<file path="src/rtl/uls_pkg.sv">
package uls_pkg;
  parameter int unsigned CHAR_W = 8;

  // status word bit positions (software-visible layout)
  localparam int unsigned LSR_DR   = 0;
  localparam int unsigned LSR_OVR  = 1;
  localparam int unsigned LSR_PAR  = 2;
  localparam int unsigned LSR_FRM  = 3;
  localparam int unsigned LSR_BRK  = 4;
  localparam int unsigned LSR_THRE = 5;
  localparam int unsigned LSR_TEMT = 6;
  localparam int unsigned LSR_RXFE = 7;

  typedef struct packed {
    logic              brk;
    logic              ferr;
    logic              perr;
    logic [CHAR_W-1:0] data;
  } rx_entry_t;

  function automatic logic entry_has_err(input rx_entry_t e);
    return e.brk | e.ferr | e.perr;
  endfunction
endpackage

</file>
<file path="src/rtl/uls_rx_fifo.sv">
module uls_rx_fifo
  import uls_pkg::*;
#(
  parameter int unsigned DEPTH = 16
) (
  input  logic      clk,
  input  logic      rst_n,
  input  logic      push,
  input  logic      pop,
  input  rx_entry_t wr_entry,
  output rx_entry_t head,
  output logic      empty,
  output logic      full,
  output logic      err_none
);
  localparam int unsigned AW = (DEPTH > 1) ? $clog2(DEPTH) : 1;
  localparam int unsigned CW = $clog2(DEPTH + 1);

  rx_entry_t      mem [DEPTH];
  logic [AW-1:0]  wr_ptr_q, wr_ptr_d;
  logic [AW-1:0]  rd_ptr_q, rd_ptr_d;
  logic [CW-1:0]  cnt_q, cnt_d;
  logic [CW-1:0]  ecnt_q, ecnt_d;
  logic           err_in, err_out;

  function automatic logic [AW-1:0] ptr_inc(input logic [AW-1:0] p);
    return (p == AW'(DEPTH - 1)) ? '0 : p + 1'b1;
  endfunction

  assign head     = mem[rd_ptr_q];
  assign empty    = (cnt_q == '0);
  assign full     = (cnt_q == CW'(DEPTH));
  assign err_none = (ecnt_q == '0);
  assign err_in   = push & entry_has_err(wr_entry);
  assign err_out  = pop & entry_has_err(head);

  always_comb begin
    wr_ptr_d = push ? ptr_inc(wr_ptr_q) : wr_ptr_q;
    rd_ptr_d = pop  ? ptr_inc(rd_ptr_q) : rd_ptr_q;
    cnt_d    = cnt_q;
    case ({push, pop})
      2'b10:   cnt_d = cnt_q + 1'b1;
      2'b01:   cnt_d = cnt_q - 1'b1;
      default: cnt_d = cnt_q;
    endcase
    ecnt_d = ecnt_q;
    case ({err_in, err_out})
      2'b10:   ecnt_d = ecnt_q + 1'b1;
      2'b01:   ecnt_d = ecnt_q - 1'b1;
      default: ecnt_d = ecnt_q;
    endcase
  end

  always_ff @(posedge clk or negedge rst_n) begin
    if (!rst_n) begin
      wr_ptr_q <= '0;
      rd_ptr_q <= '0;
      cnt_q    <= '0;
      ecnt_q   <= '0;
    end else begin
      wr_ptr_q <= wr_ptr_d;
      rd_ptr_q <= rd_ptr_d;
      cnt_q    <= cnt_d;
      ecnt_q   <= ecnt_d;
    end
  end

  // storage: no reset, written only on an accepted push
  always_ff @(posedge clk) begin
    if (push) begin
      mem[wr_ptr_q] <= wr_entry;
    end
  end
endmodule

</file>
<file path="src/rtl/uls_rx_status.sv">
module uls_rx_status (
  input  logic       clk,
  input  logic       rst_n,
  input  logic       rx_strobe,
  input  logic       fifo_full,
  input  logic       fifo_empty,
  input  logic       push,
  input  logic       push_err,
  input  logic       pop,
  input  logic       err_none,
  input  logic       lsr_read,
  input  logic       fifo_en,
  input  logic [2:0] head_flags,
  output logic       overrun,
  output logic [2:0] head_flags_vis,
  output logic       rx_fifo_err
);
  logic ovr_q, ovr_d;
  logic hide_q, hide_d;
  logic rxfe_q, rxfe_d;

  always_comb begin
    // overrun: set beats clear
    if (rx_strobe && fifo_full) begin
      ovr_d = 1'b1;
    end else if (lsr_read) begin
      ovr_d = 1'b0;
    end else begin
      ovr_d = ovr_q;
    end
    // hide bit: a new head always shows its flags
    if (pop || fifo_empty) begin
      hide_d = 1'b0;
    end else if (lsr_read) begin
      hide_d = 1'b1;
    end else begin
      hide_d = hide_q;
    end
    // queue error summary: set beats clear, clear needs zero flagged entries
    if (push && push_err) begin
      rxfe_d = 1'b1;
    end else if (lsr_read && err_none) begin
      rxfe_d = 1'b0;
    end else begin
      rxfe_d = rxfe_q;
    end
  end

  always_ff @(posedge clk or negedge rst_n) begin
    if (!rst_n) begin
      ovr_q  <= 1'b0;
      hide_q <= 1'b0;
      rxfe_q <= 1'b0;
    end else begin
      ovr_q  <= ovr_d;
      hide_q <= hide_d;
      rxfe_q <= rxfe_d;
    end
  end

  assign overrun        = ovr_q;
  assign head_flags_vis = (fifo_empty || hide_q) ? 3'b000 : head_flags;
  assign rx_fifo_err    = fifo_en & rxfe_q;
endmodule

</file>
<file path="src/rtl/uls_tx_status.sv">
module uls_tx_status (
  input  logic clk,
  input  logic rst_n,
  input  logic thr_write,
  input  logic thr_load,
  input  logic tsr_busy,
  output logic thr_empty,
  output logic tx_empty
);
  logic thr_full_q, thr_full_d;

  always_comb begin
    if (thr_write) begin
      thr_full_d = 1'b1;
    end else if (thr_load) begin
      thr_full_d = 1'b0;
    end else begin
      thr_full_d = thr_full_q;
    end
  end

  always_ff @(posedge clk or negedge rst_n) begin
    if (!rst_n) begin
      thr_full_q <= 1'b0;
    end else begin
      thr_full_q <= thr_full_d;
    end
  end

  assign thr_empty = ~thr_full_q;
  assign tx_empty  = ~thr_full_q & ~tsr_busy;
endmodule

</file>
<file path="src/rtl/uart_line_status.sv">
module uart_line_status
  import uls_pkg::*;
#(
  parameter int unsigned FIFO_DEPTH = 16
) (
  input  logic       clk,
  input  logic       rst_n,
  input  logic       fifo_en,
  input  logic       rx_char_valid,
  input  logic [7:0] rx_char_data,
  input  logic       rx_parity_err,
  input  logic       rx_frame_err,
  input  logic       rx_break,
  input  logic       rbr_read,
  output logic [7:0] rbr_data,
  input  logic       thr_write,
  input  logic       thr_load,
  input  logic       tsr_busy,
  input  logic       lsr_read,
  output logic [7:0] lsr
);
  rx_entry_t  wr_entry, head;
  logic       empty, full, err_none;
  logic       push, pop, push_err;
  logic       overrun, rx_fifo_err;
  logic [2:0] head_flags_vis;
  logic       thr_empty, tx_empty;

  assign wr_entry = '{brk: rx_break, ferr: rx_frame_err, perr: rx_parity_err,
                      data: rx_char_data};
  assign push     = rx_char_valid & ~full;
  assign pop      = rbr_read & ~empty;
  assign push_err = entry_has_err(wr_entry);

  uls_rx_fifo #(.DEPTH(FIFO_DEPTH)) fifo_i (
    .clk      (clk),
    .rst_n    (rst_n),
    .push     (push),
    .pop      (pop),
    .wr_entry (wr_entry),
    .head     (head),
    .empty    (empty),
    .full     (full),
    .err_none (err_none)
  );

  uls_rx_status rx_stat_i (
    .clk            (clk),
    .rst_n          (rst_n),
    .rx_strobe      (rx_char_valid),
    .fifo_full      (full),
    .fifo_empty     (empty),
    .push           (push),
    .push_err       (push_err),
    .pop            (pop),
    .err_none       (err_none),
    .lsr_read       (lsr_read),
    .fifo_en        (fifo_en),
    .head_flags     ({head.brk, head.ferr, head.perr}),
    .overrun        (overrun),
    .head_flags_vis (head_flags_vis),
    .rx_fifo_err    (rx_fifo_err)
  );

  uls_tx_status tx_stat_i (
    .clk       (clk),
    .rst_n     (rst_n),
    .thr_write (thr_write),
    .thr_load  (thr_load),
    .tsr_busy  (tsr_busy),
    .thr_empty (thr_empty),
    .tx_empty  (tx_empty)
  );

  assign rbr_data = empty ? '0 : head.data;

  always_comb begin
    lsr           = '0;
    lsr[LSR_DR]   = ~empty;
    lsr[LSR_OVR]  = overrun;
    lsr[LSR_PAR]  = head_flags_vis[0];
    lsr[LSR_FRM]  = head_flags_vis[1];
    lsr[LSR_BRK]  = head_flags_vis[2];
    lsr[LSR_THRE] = thr_empty;
    lsr[LSR_TEMT] = tx_empty;
    lsr[LSR_RXFE] = rx_fifo_err;
  end
endmodule

</file>
<file path="config.mk">
export PLATFORM = sky130hd
export DESIGN_NAME = uart_line_status
export DESIGN_NICKNAME = d
export VERILOG_FILES = /design/src/rtl/uls_pkg.sv /design/src/rtl/uls_rx_fifo.sv /design/src/rtl/uls_rx_status.sv /design/src/rtl/uls_tx_status.sv /design/src/rtl/uart_line_status.sv
export SDC_FILE = /design/constraint.sdc
export NUM_CORES = 1
export LEC_CHECK = 0
export BUFFER_PORTS_ARGS = -buffer_cell sky130_fd_sc_hd__buf_2
export CORE_UTILIZATION = 40
export DETAILED_ROUTE_END_ITERATION = 8
export GPL_TIMING_DRIVEN = 0
export SLEW_MARGIN = 40
export SYNTH_ARGS = -nofsm -noshare
export SYNTH_HDL_FRONTEND = slang
export SYNTH_SLANG_ARGS = --single-unit
export TNS_END_PERCENT = 5
</file>
<file path="constraint.sdc">
create_clock -name clk -period 3.8 [get_ports clk]
set_input_delay 0.57 -clock clk [delete_from_list [all_inputs] [get_ports clk]]
set_output_delay 0.57 -clock clk [all_outputs]
set_load 0.1 [all_outputs]
</file>
==> metrics.md <==
| Metric | Value |
|---|---|
| Finish-stage setup viols | 0 |
| CP Cell Sequence | buf_4 -> buf_1 -> mux4_2 -> mux4_2 -> and2_1 -> buf_2 |
| H-tree lvl count | 4 |
| Maximum clock insertion buffer count | 2 |
| Rows | 51 |
| Post-synthesis register bit count | 198 |
| Hold buffer count at CTS | 0 |
| Root Buffer | clkbuf_16 |
| Final #Nets | 521 |
| Die Y | 144 um |
| Worst Path Arrival | 3030 ps |
| Starting Density | 41.1% |
| Most frequent CP cell | mux4_2 |
| Fin crit period | 3600 ps |
| Vias per inst | 5.20 |
| Layout cells sized above 1 | 30.6% |
| Setup crit end kind | primary output |
| Area grow syn2layout | 14.8% |
| Iter 0 DRT Violations | 391 |
| Top post-synthesis cells by area | edfxtp_1 (65%), mux4_2 (14%), dfrtp_1 (6.8%) |
| Crit path required time | 3230 ps |
| Global route overflow | 0 |
| Synthesized Nets | 459 |
| Drc violations | 0 |
| Largest area contributor in the netlist | edfxtp_1 |
| Max-Cap Viols | 0 |
| Final Skew | 9.32 ps |
| Die area | 20,800 sq um |
| Hold Fails Final Rpt | 0 |
| CP max-delay cell | buf_1 |
| Core box area | 19,700 sq um |
| Ports | 36 |
| CP Launch Type | flop |
| Power Dens Cells | 829 nW/um^2 |
| Netlist Area Pre-Place | 8080 sq um |
| YS warnings | 0 |
| First-pass GRT wire length | 24.7 mm |
| EDFF count, synth | 176 |
| Avg Inst Size Synth | 19.1 sq um |
| # port buffers | 35 |
| Inst Count DP | 732 |
| Top FF cell, synth | edfxtp_1 |
| Synth cell types | 39 |
| Global Route Usage Sum | 17.3% |
| Routed wire length | 16.3 mm |
| Proportion of netlist area held by the largest area contributor | 65.4% |
| Routed Antenna Nets | 0 |
| Initial antenna violation count | 0 |
| Final cell count without fillers | 761 |
| Clk_lat worst skew | 430 ps |
| Fin. max-slew vios | 0 |
| Number of global-route vias before repair | 4,159 |
| Die X | 144 um |
| Fmax | 278 MHz |
| Final worst path period share | 94.8% |
| CTS Buf Count | 17 |
| Commonest non-fill, non-tap cell in the layout | edfxtp_1 |
| Worst hold path class | input pin to async pin |
| Status | completed |
| Static leakage | 3.14 nW |
| Setup TNS | 0 ps |
| First-pass DRT Iterations | 4 |
| CTS Sinks | 198 |
| Wire length per cell | 21.4 um |
| RSZ-0062 raised after global routing | false |
| CP max stage delay | 650 ps |
| Worst Reg-to-Reg Cells | 13 |
| Detailed Place HPWL | 10.7 mm |
| Pin count of the biggest net entering global routing | 23 |
| Worst-path clk slew | 70 ps |
| Max-slew headroom | 43.8% |
| Max FO, Critical Path | 10 |
| Routability cong. | 0.809 |
| Diodes inserted | 0 |
| Part of the Yosys area used for sequential elements | 72.2% |
| Worst IR Drop VDD | 474 uV |
| Mapped Cells | 424 |
| Via count | 3,955 |
| Critical path class | flop to primary output |
| Worst Tran Pin Value | 843 ps |
| Share of flip-flops with an asynchronous set or reset | 11.1% |
| CTS tree | yes |
| Most frequent cells in the layout | edfxtp_1 (176), mux4_2 (51), buf_2 (39) |
[logic make-up after synthesis]
kind of cell	Yosys count	share of synthesized area, %
xor+xnor	10	1.08
fa+ha+maj	15	2.51
mux	58	15.1
buf+inv	39	2.38
flops	198	72.2
compound gates	34	2.58
simple gates	70	4.15
[routing by layer]
layer  up-vias  wire (um)  global-route usage [%]
li1       1800          -                       -
met1      2063       6770                    22.0
met2        79       8500                    29.3
met3        13        784                    3.48
met4         0        235                    6.32
met5         -          0                       0
[critical path: cells and delay by family, from the launching register on]
family | cells | cell delay [ps]
AND/OR/NAND/NOR | 1 | 200
buffers and inverters | 3 | 1190
flip-flops | 1 | 360
multiplexers | 2 | 840
[power breakdown]
group,internal [W],total [W],switching (W)
clock,0.000959,0.00170,0.000737
sequential,0.00266,0.00281,0.000150
combinational,0.00109,0.00319,0.00210
[registers in the layout, summed over array words and instances (netlist names)]
register	flops
rx_stat_i.rxfe_q	1
fifo_i.mem	176
fifo_i.ecnt_q	5
fifo_i.rd_ptr_q	4
fifo_i.cnt_q	5
rx_stat_i.hide_q	1
fifo_i.wr_ptr_q	4
tx_stat_i.thr_full_q	1
rx_stat_i.overrun	1
[synthesized netlist by cell type (3+ instances only)]
cell type / number
buf_6: 3
nor3_1: 10
xnor2_1: 4
clkbuf_1: 9
xor2_1: 6
mux4_2: 51
nand2_1: 20
inv_1: 15
buf_1: 3
a21oi_1: 6
a21o_1: 4
edfxtp_1: 176
nor2_1: 15
o21ai_0: 13
ha_1: 13
buf_4: 5
and2_1: 9
nand3_1: 5
mux2i_1: 5
dfrtp_1: 22
nor2b_1: 4
buf_2: 4
[layout make-up]
class	instances	area (sq um)
fillers	1696	10400
flip-flops and latches	198	5840
multi-input cells	187	2130
clock buffers	21	440
well taps	265	332
repair buffers	44	241
plain buffers	23	141
clock inverters	8	101
inverters	15	56.3
[through the flow]
| step | setup WS, ps | total power (W) | cell area, sq um | hold WS (ps) | util, % |
|---|---|---|---|---|---|
| final | 199 | 0.00769 | 9280 | 110 | 47.2 |
| after global routing | 19.8 | 0.00804 | 9280 | 134 | 47.2 |
| after CTS | 114 | 0.00773 | 9240 | 110 | 47.0 |
| after detailed placement | 121 | 0.00604 | 8700 | 461 | 44.3 |
| after global placement | 47.3 | 0.00594 | 8600 | 451 | 43.7 |
| after floorplan | -34.2 | 0.00531 | 8090 | 274 | - |
[what timing repair did]
action	CTS	global route
gates resized for setup	0	5
setup buffers	0	0
endpoints found under the hold margin	0	0
endpoints found under the setup margin	0	1
[worst paths after layout]
kind	startpoint	to	slack, ps
worst max-delay path	fifo_i.rd_ptr_q[1]$_DFFE_PN0P_	rbr_data[6]	200
worst min-delay path	rst_n	fifo_i.cnt_q[3]$_DFFE_PN0P_	110
worst max register to register	fifo_i.rd_ptr_q[0]$_DFFE_PN0P_	fifo_i.ecnt_q[4]$_DFFE_PN0P_	280
worst min register to register	fifo_i.ecnt_q[4]$_DFFE_PN0P_	fifo_i.ecnt_q[4]$_DFFE_PN0P_	470
max in group asynchronous	rst_n	rx_stat_i.rxfe_q$_DFFE_PN0P_	3330
min in group clk	thr_load	tx_stat_i.thr_full_q$_DFFE_PN0P_	330
(Power assumes the default switching activity.)
